==> src/rtl/flowbuf_pkg.sv <==
package flowbuf_pkg;

  localparam logic [7:0] CH_RESUME = 8'h11;
  localparam logic [7:0] CH_PAUSE  = 8'h13;

  // Occupancy at or above which reception is paused.
  function automatic int unsigned upper_mark(input int unsigned depth);
    return depth / 2;
  endfunction

  // Occupancy at or below which reception resumes.
  function automatic int unsigned lower_mark(input int unsigned depth);
    return depth / 4;
  endfunction

  // Occupancy at which the hardware clear-to-send drops.
  function automatic int unsigned cts_drop_mark(input int unsigned depth);
    return depth - 1;
  endfunction

  function automatic logic is_flow_byte(input logic [7:0] b);
    return (b == CH_RESUME) || (b == CH_PAUSE);
  endfunction

endpackage

==> src/rtl/byte_ring.sv <==
module byte_ring #(
  parameter int unsigned DEPTH = 32,
  parameter int unsigned W     = 8,
  localparam int unsigned AW   = $clog2(DEPTH),
  localparam int unsigned CW   = AW + 1
) (
  input  logic          clk,
  input  logic          rst_n,
  input  logic          flush,
  input  logic          push,
  input  logic [W-1:0]  din,
  input  logic          pop,
  output logic [W-1:0]  dout,
  output logic [CW-1:0] count
);

  logic [W-1:0]  mem [DEPTH];
  logic [AW-1:0] rd_idx, wr_idx;
  logic          do_push, do_pop;

  assign do_push = push && (count != CW'(DEPTH)) && !flush;
  assign do_pop  = pop && (count != '0) && !flush;
  assign dout    = mem[rd_idx];

  always_ff @(posedge clk) begin
    if (!rst_n) begin
      rd_idx <= '0;
      wr_idx <= '0;
      count  <= '0;
    end else if (flush) begin
      rd_idx <= '0;
      wr_idx <= '0;
      count  <= '0;
    end else begin
      if (do_push) wr_idx <= wr_idx + 1'b1;
      if (do_pop)  rd_idx <= rd_idx + 1'b1;
      case ({do_push, do_pop})
        2'b10:   count <= count + 1'b1;
        2'b01:   count <= count - 1'b1;
        default: count <= count;
      endcase
    end
  end

  always_ff @(posedge clk) begin
    if (do_push) mem[wr_idx] <= din;
  end

endmodule

==> src/rtl/rx_flow_ctl.sv <==
module rx_flow_ctl
  import flowbuf_pkg::*;
#(
  parameter int unsigned RX_DEPTH = 32,
  localparam int unsigned CW      = $clog2(RX_DEPTH) + 1
) (
  input  logic          clk,
  input  logic          rst_n,
  input  logic          hs_mode,
  input  logic          flush,
  input  logic          urx_valid,
  input  logic [7:0]    urx_data,
  input  logic [CW-1:0] rx_count,
  input  logic          rx_pop,
  input  logic          flow_taken,
  output logic          rx_push,
  output logic          tx_en,
  output logic          rx_on,
  output logic          pend_valid,
  output logic [7:0]    pend_char,
  output logic          cts_q,
  output logic          evt_pause,
  output logic          evt_resume,
  output logic          evt_ctl
);

  localparam logic [CW-1:0] HI_M  = CW'(upper_mark(RX_DEPTH));
  localparam logic [CW-1:0] LO_M  = CW'(lower_mark(RX_DEPTH));
  localparam logic [CW-1:0] CTS_M = CW'(cts_drop_mark(RX_DEPTH));
  localparam logic [CW-1:0] FULL  = CW'(RX_DEPTH);

  logic          data_in;
  logic [CW-1:0] after_read;
  logic [CW-1:0] cnt_next;

  assign evt_ctl    = !hs_mode && urx_valid && is_flow_byte(urx_data);
  assign data_in    = urx_valid && !evt_ctl;
  assign rx_push    = data_in && (rx_count != FULL) && !flush;
  assign after_read = rx_count - 1'b1;
  assign evt_pause  = !hs_mode && data_in && rx_on && (rx_count >= HI_M);
  assign evt_resume = !hs_mode && rx_pop && !rx_on && (after_read <= LO_M);

  always_comb begin
    if (flush) cnt_next = '0;
    else       cnt_next = rx_count + CW'(rx_push) - CW'(rx_pop);
  end

  always_ff @(posedge clk) begin
    if (!rst_n) begin
      tx_en      <= 1'b1;
      rx_on      <= 1'b1;
      pend_valid <= 1'b0;
      pend_char  <= 8'h00;
      cts_q      <= 1'b1;
    end else begin
      if (evt_ctl) tx_en <= (urx_data == CH_RESUME);

      if (evt_pause) begin
        rx_on      <= 1'b0;
        pend_valid <= 1'b1;
        pend_char  <= CH_PAUSE;
      end else if (evt_resume) begin
        rx_on      <= 1'b1;
        pend_valid <= 1'b1;
        pend_char  <= CH_RESUME;
      end else if (flow_taken) begin
        pend_valid <= 1'b0;
      end

      if (cnt_next >= CTS_M)     cts_q <= 1'b0;
      else if (cnt_next <= LO_M) cts_q <= 1'b1;
    end
  end

endmodule

==> src/rtl/tx_arbiter.sv <==
module tx_arbiter (
  input  logic       hs_mode,
  input  logic       pend_valid,
  input  logic [7:0] pend_char,
  input  logic       tx_en,
  input  logic       peer_rts,
  input  logic       tx_nonempty,
  input  logic [7:0] tx_head,
  input  logic       utx_ready,
  output logic       utx_valid,
  output logic [7:0] utx_data,
  output logic       flow_taken,
  output logic       tx_pop
);

  logic data_ok, pick_flow, pick_data;

  assign data_ok   = hs_mode ? peer_rts : tx_en;
  assign pick_flow = !hs_mode && pend_valid;
  assign pick_data = !pick_flow && tx_nonempty && data_ok;

  assign utx_valid  = pick_flow || pick_data;
  assign utx_data   = pick_flow ? pend_char : (pick_data ? tx_head : 8'h00);
  assign flow_taken = pick_flow && utx_ready;
  assign tx_pop     = pick_data && utx_ready;

endmodule

==> src/rtl/sw_flow_buffer.sv <==
module sw_flow_buffer #(
  parameter int unsigned RX_DEPTH = 32,
  parameter int unsigned TX_DEPTH = 128
) (
  input  logic       clk,
  input  logic       rst_n,
  input  logic       hs_mode,
  input  logic       flush,
  input  logic       urx_valid,
  input  logic [7:0] urx_data,
  output logic       utx_valid,
  output logic [7:0] utx_data,
  input  logic       utx_ready,
  input  logic       hw_valid,
  input  logic [7:0] hw_data,
  output logic       hw_ready,
  output logic       hr_valid,
  output logic [7:0] hr_data,
  input  logic       hr_ready,
  input  logic       peer_rts,
  output logic       cts_ok
);

  localparam int unsigned RX_CW = $clog2(RX_DEPTH) + 1;
  localparam int unsigned TX_CW = $clog2(TX_DEPTH) + 1;

  logic [RX_CW-1:0] rx_count;
  logic [TX_CW-1:0] tx_count;
  logic [7:0]       tx_head;
  logic             rx_push, rx_pop, tx_push, tx_pop;
  logic             tx_en, rx_on, pend_valid, cts_q, flow_taken;
  logic [7:0]       pend_char;
  logic             evt_pause, evt_resume, evt_ctl;

  assign hr_valid = (rx_count != '0);
  assign rx_pop   = hr_valid && hr_ready && !flush;
  assign hw_ready = (tx_count != TX_CW'(TX_DEPTH));
  assign tx_push  = hw_valid && hw_ready;
  assign cts_ok   = hs_mode ? cts_q : 1'b1;

  byte_ring #(.DEPTH(RX_DEPTH), .W(8)) u_rx_ring (
    .clk(clk), .rst_n(rst_n), .flush(flush),
    .push(rx_push), .din(urx_data),
    .pop(rx_pop), .dout(hr_data), .count(rx_count)
  );

  byte_ring #(.DEPTH(TX_DEPTH), .W(8)) u_tx_ring (
    .clk(clk), .rst_n(rst_n), .flush(1'b0),
    .push(tx_push), .din(hw_data),
    .pop(tx_pop), .dout(tx_head), .count(tx_count)
  );

  rx_flow_ctl #(.RX_DEPTH(RX_DEPTH)) u_flow (
    .clk(clk), .rst_n(rst_n), .hs_mode(hs_mode), .flush(flush),
    .urx_valid(urx_valid), .urx_data(urx_data),
    .rx_count(rx_count), .rx_pop(rx_pop), .flow_taken(flow_taken),
    .rx_push(rx_push), .tx_en(tx_en), .rx_on(rx_on),
    .pend_valid(pend_valid), .pend_char(pend_char), .cts_q(cts_q),
    .evt_pause(evt_pause), .evt_resume(evt_resume), .evt_ctl(evt_ctl)
  );

  tx_arbiter u_arb (
    .hs_mode(hs_mode), .pend_valid(pend_valid), .pend_char(pend_char),
    .tx_en(tx_en), .peer_rts(peer_rts),
    .tx_nonempty(tx_count != '0), .tx_head(tx_head),
    .utx_ready(utx_ready), .utx_valid(utx_valid), .utx_data(utx_data),
    .flow_taken(flow_taken), .tx_pop(tx_pop)
  );

endmodule

==> config.mk <==
export PLATFORM = sky130hd
export DESIGN_NAME = sw_flow_buffer
export DESIGN_NICKNAME = d
export VERILOG_FILES = /design/src/rtl/flowbuf_pkg.sv /design/src/rtl/byte_ring.sv /design/src/rtl/rx_flow_ctl.sv /design/src/rtl/tx_arbiter.sv /design/src/rtl/sw_flow_buffer.sv
export SDC_FILE = /design/constraint.sdc
export NUM_CORES = 1
export LEC_CHECK = 0
export ABC_AREA = 1
export CORE_ASPECT_RATIO = 1.5
export CORE_MARGIN = 2
export CORE_UTILIZATION = 28
export DETAILED_ROUTE_END_ITERATION = 12
export DONT_BUFFER_PORTS = 1
export PLACE_DENSITY = 0.43
export SYNTH_ARGS = -nofsm -noshare
export SYNTH_HDL_FRONTEND = slang
export SYNTH_HIERARCHICAL = 1
export SYNTH_SLANG_ARGS = --single-unit
==> constraint.sdc <==
create_clock -name clk -period 4.3 [get_ports clk]
set_clock_uncertainty 0.1 [all_clocks]
set_input_delay 0.43 -clock clk [delete_from_list [all_inputs] [get_ports clk]]
set_output_delay 0.43 -clock clk [all_outputs]
set_load 0.02 [all_outputs]
After elaboration in Yosys (flattened, before gate mapping)
Memory sizes are Yosys's and may differ from the RTL's. A register that Yosys moved wholly into a read port is not among the register bits.
Index checks and enable logic that the tools add are counted.
{"block": "word_totals", "elab_cells": 100, "memories": 2, "out_inout_bits": 20, "input_bits": 25, "regBits": 45, "mem_bits_rw": 1280}
{"block": "op_classes", "eq_ne": 8, "reduce_logical": 40, "n_lt_le_gt_ge": 4, "n_mux": 24, "bitwise": 1, "n_addsub": 10}
{"name": "u_tx_ring.mem", "words": 128, "width": 8, "rd": 1, "rd_ports_with_merged_regs": 1, "wr": 1, "line": "byte_ring.sv:17", "text": "logic [W-1:0] mem [DEPTH];"}
{"name": "u_rx_ring.mem", "words": 32, "width": 8, "rd": 1, "rd_ports_with_merged_regs": 1, "wr": 1, "line": "byte_ring.sv:17"}
{"operator": "logical AND 1 bit", "n": 25}
{"operator": "2-to-1 mux 5 bit", "n": 4}
{"operator": "== test 8 x 5 -> 1 bit, second input constant", "n": 2}
{"operator": "2-to-1 mux 8 bit", "n": 2}
{"operator": "one-hot mux 8 bit (2 select lines)", "n": 1}
{"operator": "adder 7 x 1 -> 7 bit, second input constant", "n": 2}
{"operator": "2-to-1 mux 7 bit", "n": 2}
{"operator": "2-to-1 mux 1 bit", "n": 13}
{"operator": ">= comparator 6 x 5 -> 1 bit, second input constant", "n": 2}
{"operator": "<= comparator 6 x 4 -> 1 bit, second input constant", "n": 2}
{"operator": "one-hot mux 6 bit (2 select lines)", "n": 1}
{"operator": "adder 5 x 1 -> 5 bit, second input constant", "n": 2}
{"operator": "adder 8 x 1 -> 8 bit, second input constant", "n": 1}
{"operator": "!= test 8 bit, second input constant", "n": 1}
{"operator": "nonzero test 2 bit", "n": 4}
{"operator": "nonzero test 8 bit", "n": 1}
{"operator": "subtractor 8 x 1 -> 8 bit, second input constant", "n": 1}
{"operator": "adder 6 x 1 -> 6 bit", "n": 1}
{"operator": "adder 6 x 1 -> 6 bit, second input constant", "n": 1}
{"operator": "2-to-1 mux 6 bit", "n": 1}
{"operator": "!= test 6 bit, second input constant", "n": 1}
{"operator": "nonzero test 6 bit", "n": 1}
{"operator": "subtractor 6 x 1 -> 6 bit", "n": 1}
{"operator": "subtractor 6 x 1 -> 6 bit, second input constant", "n": 1}
{"operator": "7 further kinds", "n": 14}

Depth between registers and ports, before layout
{"block": "depth", "word_depth": 13, "ltp_mapped": 26, "ltp_nobuf": 24}

By module
Netlist, hierarchy kept.
{"module": "byte_ring (u_tx_ring)", "area_per_inst_um2": 43538.0, "instances": 1, "seq_area_each_um2": 31330.0, "cells_per_inst": 3749}
{"module": "byte_ring (u_rx_ring)", "area_per_inst_um2": 11648.7, "instances": 1, "seq_area_each_um2": 8107.8, "cells_per_inst": 1049}
{"module": "rx_flow_ctl", "area_per_inst_um2": 845.8, "instances": 1, "seq_area_each_um2": 120.1, "cells_per_inst": 132}
{"module": "tx_arbiter", "area_per_inst_um2": 172.7, "instances": 1, "seq_area_each_um2": 0.0, "cells_per_inst": 38}
{"module": "sw_flow_buffer", "area_per_inst_um2": 101.3, "instances": 1, "seq_area_each_um2": 0.0, "cells_per_inst": 24}

Least setup slack after synthesis
No wires, ideal clock.
{"block": "synth_path", "kind": "register -> register", "startpoint": "register u_rx_ring.count[2]", "endpoint": "register u_rx_ring.count[2]", "stages_incl_launch_ff": 21, "setup_ps": 115, "period_less_slack_ps": 3136, "path_buffers": 2, "t_arrival_ps": 2921, "setup_slack_ps": 1164, "t_required_ps": 4085, "cell_sequence": "dfxtp_1 > inv_1 > ha_1 > nand4_1 > nand4_1 > inv_1 > inv_1 > nor2_1 > nand2_2 > buf_2 > ha_1 > buf_2 > inv_1 > nand2_1 > nand2_1 > inv_1 > ha_1 > o21bai_1 > xnor2_1 > o21ai_0 > inv_1"}
{"block": "synth_between", "elab_chain_cells": 7, "elab_cells_between_ends": 16, "cone_classes": "add/sub: 2; eq/ne: 3; mux: 1; reduce/logical: 10"}
{"element": "from (decl)", "line": "byte_ring.sv:14", "text": "output logic [CW-1:0] count"}
{"element": "from (signal assigned)", "line": "byte_ring.sv:38", "text": "2'b10: count <= count + 1'b1;"}
{"element": "from (signal assigned)", "line": "byte_ring.sv:39", "text": "2'b01: count <= count - 1'b1;"}
{"element": "from (signal assigned)", "line": "byte_ring.sv:40", "text": "default: count <= count;"}
{"element": "!= test 6 bit (*)", "line": "rx_flow_ctl.sv:38", "text": "assign rx_push = data_in && (rx_count != FULL) && !flush;"}
{"element": "logical AND 1 bit (*) (2 in a row)", "line": "rx_flow_ctl.sv:38"}
{"element": "named net rx_push", "line": "sw_flow_buffer.sv:30", "text": "logic rx_push, rx_pop, tx_push, tx_pop;"}
{"element": "logical AND 1 bit (*) (2 in a row)", "line": "byte_ring.sv:21", "text": "assign do_push = push && (count != CW'(DEPTH)) && !flush;"}
{"element": "== test 2 x 1 -> 1 bit or == test 2 bit (tied branches)", "line": "byte_ring.sv:37", "text": "case ({do_push, do_pop})"}
{"element": "one-hot mux 6 bit (2 select lines) or nonzero test 2 bit (tied branches)"}
The timed path passes the listed nets; every way through them passes the cells marked *.
A chain may end at the register's enable or synchronous reset.

==> flow_summary.ini <==
[status]
outcome = completed

[timing]
worst_pin_slew_ps = 1097
layout_min_cycle_time_ps = 4237
rsz0062_at_grt = no
fin_crit_sh = 0.9853
hold_violations = 0
drv_slew = 0
finalSetupTns_ps = 0
finalSetupViolations = 0
clock.fmax_ghz = 0.2360
maxSlewHeadroom = 0.2685

[global_routing]
antenna_found_initial = 4
grt_max_degree = 133
grt_pass1_wl_mm = 247.3
track_usage = 0.1611
grt_pass1_vias = 36420
gr-total-overflow = 0

[critical_path]
r2r_start = u_tx_ring/count[7]$_SDFFE_PP0P_
reg2regPathDepth = 24
crit_path_end_kind = primary output
cp_max_fo = 132
worst_setup_path_start_kind = flop
required_ps = 3770
arrival_ps = 3710
r2r_slack_ps = 640
path_class = flop to primary output
worstReg2RegEnd = u_tx_ring/count[6]$_SDFFE_PP0P_

[cts]
h-tree-depth = 4
cts-root-buf = clkbuf_16
cts_tree = yes
path_clk_slew_ps = 60
clock_latency_ps = 780
cts_inserted_buffers = 144
clock_sinks = 1336
clockBufferDepth = 4

[finish]
syn_to_final_growth_pct = 14.64
nNetsFinal = 5110
drive_gt1_frac = 0.08648
postLayoutCellArea_um2 = 64540

[detailed_routing]
routed_wl_mm = 168.3
routedWlPerCell_um = 21.58
drc = 0
viasPerCell = 4.686
ant_nets = 0
drtPass1Iterations = 6
initialDrtViolationCount = 2936
route.vias.total = 36540

[hold_path]
min_path_type = input port to flop
min_from = hw_data[3]
hold_end = u_tx_ring/mem[65][3]$_DFFE_PP_
hold_path_depth = 1

[placed_design]
gp_congestion = 0.8152
dpl_cell_area_um2 = 59420
portBuffers = 0
dp_hpwl_mm = 98.28

[floorplanning]
dieArea_um2 = 204700
die_width_um = 370.1
die_y_um = 553.2
start_util = 0.2816
rows = 201
ios = 45
fp.coreArea_um2 = 199900

[power]
p_sw_frac = 0.2109
p_leak_nw = 22.55
combPwrFrac = 0.030
sequentialPowerShare = 0.526
p_clk_frac = 0.444
power.density_nw_per_um2 = 420.3
p_switching_mw = 5.720
ir_worst_vdd_v = 0.0002749
p_int_mw = 21.40

[synthesis]
synth_warnings = 6
syn_inst = 4990
netlist_area_um2 = 56300
syn_avg_cell_area_um2 = 11.28

[run]
maxCapViolations = 0
timing repair:
action	in CTS	in global routing
endpoints found under the hold margin	1299	1
hold buffers	34	1
endpoints found under the setup margin	0	8
buffers inserted	0	4
resized for setup	0	7
through the flow:
step / setup slack (ps) / hold slack (ps) / utilization / cells / total power, mW
after detailed placement: 669.7 / 362.3 / 0.2972 / 7510 / 15.07
after global routing: 28.00 / 51.78 / 0.3228 / 7797 / 27.97
after CTS: 28.84 / 2.491 / 0.3222 / 7790 / 27.46
after global placement: 509.1 / 371.5 / 0.2972 / 7510 / 15.07
after floorplan: 1164 / 342.4 / - / 4996 / 14.93
final: 63.07 / 24.92 / 0.3228 / 7798 / 27.12
flip-flops by register name (all words and copies together) (netlist names), named ones only:
signal,cells
u_rx_ring/rd_idx,5
u_flow/pend_char,2
u_rx_ring/wr_idx,5
u_flow/tx_en,1
u_tx_ring/mem,1024
u_tx_ring/wr_idx,7
u_flow/pend_valid,1
u_flow/rx_on,1
u_flow/cts_q,1
u_tx_ring/rd_idx,7
u_rx_ring/count,6
u_tx_ring/count,8
u_rx_ring/mem,256
cell type report:
| cell class | count | area, µm² |
|---|---|---|
| clock inverter | 71 | 656.9 |
| clock buffer | 175 | 3782 |
| antenna | 2 | 5.005 |
| tap | 2639 | 3302 |
| inverter | 117 | 481.7 |
| fill | 20120 | 135400 |
| timing repair buffer | 213 | 2246 |
| sequential | 1336 | 39580 |
| multi-input combinational | 3244 | 14480 |
| timing repair inverter | 1 | 11.26 |
layout by cell type (no fill, tap or decap), types with 10 or more instances in the layout:
cell type	count
o21ai_0	21
buf_12	31
bufinv_16	12
nor2_1	196
clkbuf_1	27
dfxtp_1	50
a21oi_1	81
xnor2_1	13
ha_1	27
clkinv_2	22
dlygate4sd3_1	19
nand2_1	1642
nand3_1	1141
inv_1	98
nor3_1	37
edfxtp_1	1280
clkbuf_16	146
buf_4	150
buf_16	10
nand2_2	11
clkinv_1	34
worst max-delay path by stage:
stage	slack, ps	from	to
2_1_floorplan	1160	u_rx_ring/count[2]$_SDFFE_PP0P_	u_rx_ring/count[2]$_SDFFE_PP0P_
3_3_place_gp	510	u_tx_ring/count[7]$_SDFFE_PP0P_	u_tx_ring/count[6]$_SDFFE_PP0P_
3_5_place_dp	670	u_tx_ring/count[7]$_SDFFE_PP0P_	u_tx_ring/count[6]$_SDFFE_PP0P_
4_1_cts	30	flop	utx_data[3]
5_1_grt	30	flop	utx_data[0]
6_report	60	flop	utx_data[5]
per-layer routing:
layer / GRT usage / routed length, µm
met5: 0 / 0
met4: 0.05655 / 5809
met3: 0.01956 / 6357
met2: 0.2980 / 89340
met1: 0.1895 / 66760
worst max-delay path, cell delays in order, from the launching register on:
cell and delay (ps):
dfxtp_4 440, buf_16 460, nand3_1 230, nand3_1 160, nand3_1 130, nand2_1 400, nand2_1 110, nand3_1 120
nand2_1 70, nand2_1 50, nand2_1 220, nand3_1 170, nand2_1 160
power groups by stage:
| stage | Combinational [mW] | Clock (mW) | Sequential [mW] |
|---|---|---|---|
| finish | 0.805 | 12.0 | 14.3 |
| global route | 0.887 | 12.8 | 14.3 |
| CTS | 0.815 | 12.4 | 14.3 |
| detailed placement | 0.521 | 0 | 14.5 |
| global placement | 0.522 | 0 | 14.5 |
| floorplan | 0.374 | 0 | 14.6 |
(Power assumes the default switching activity.)
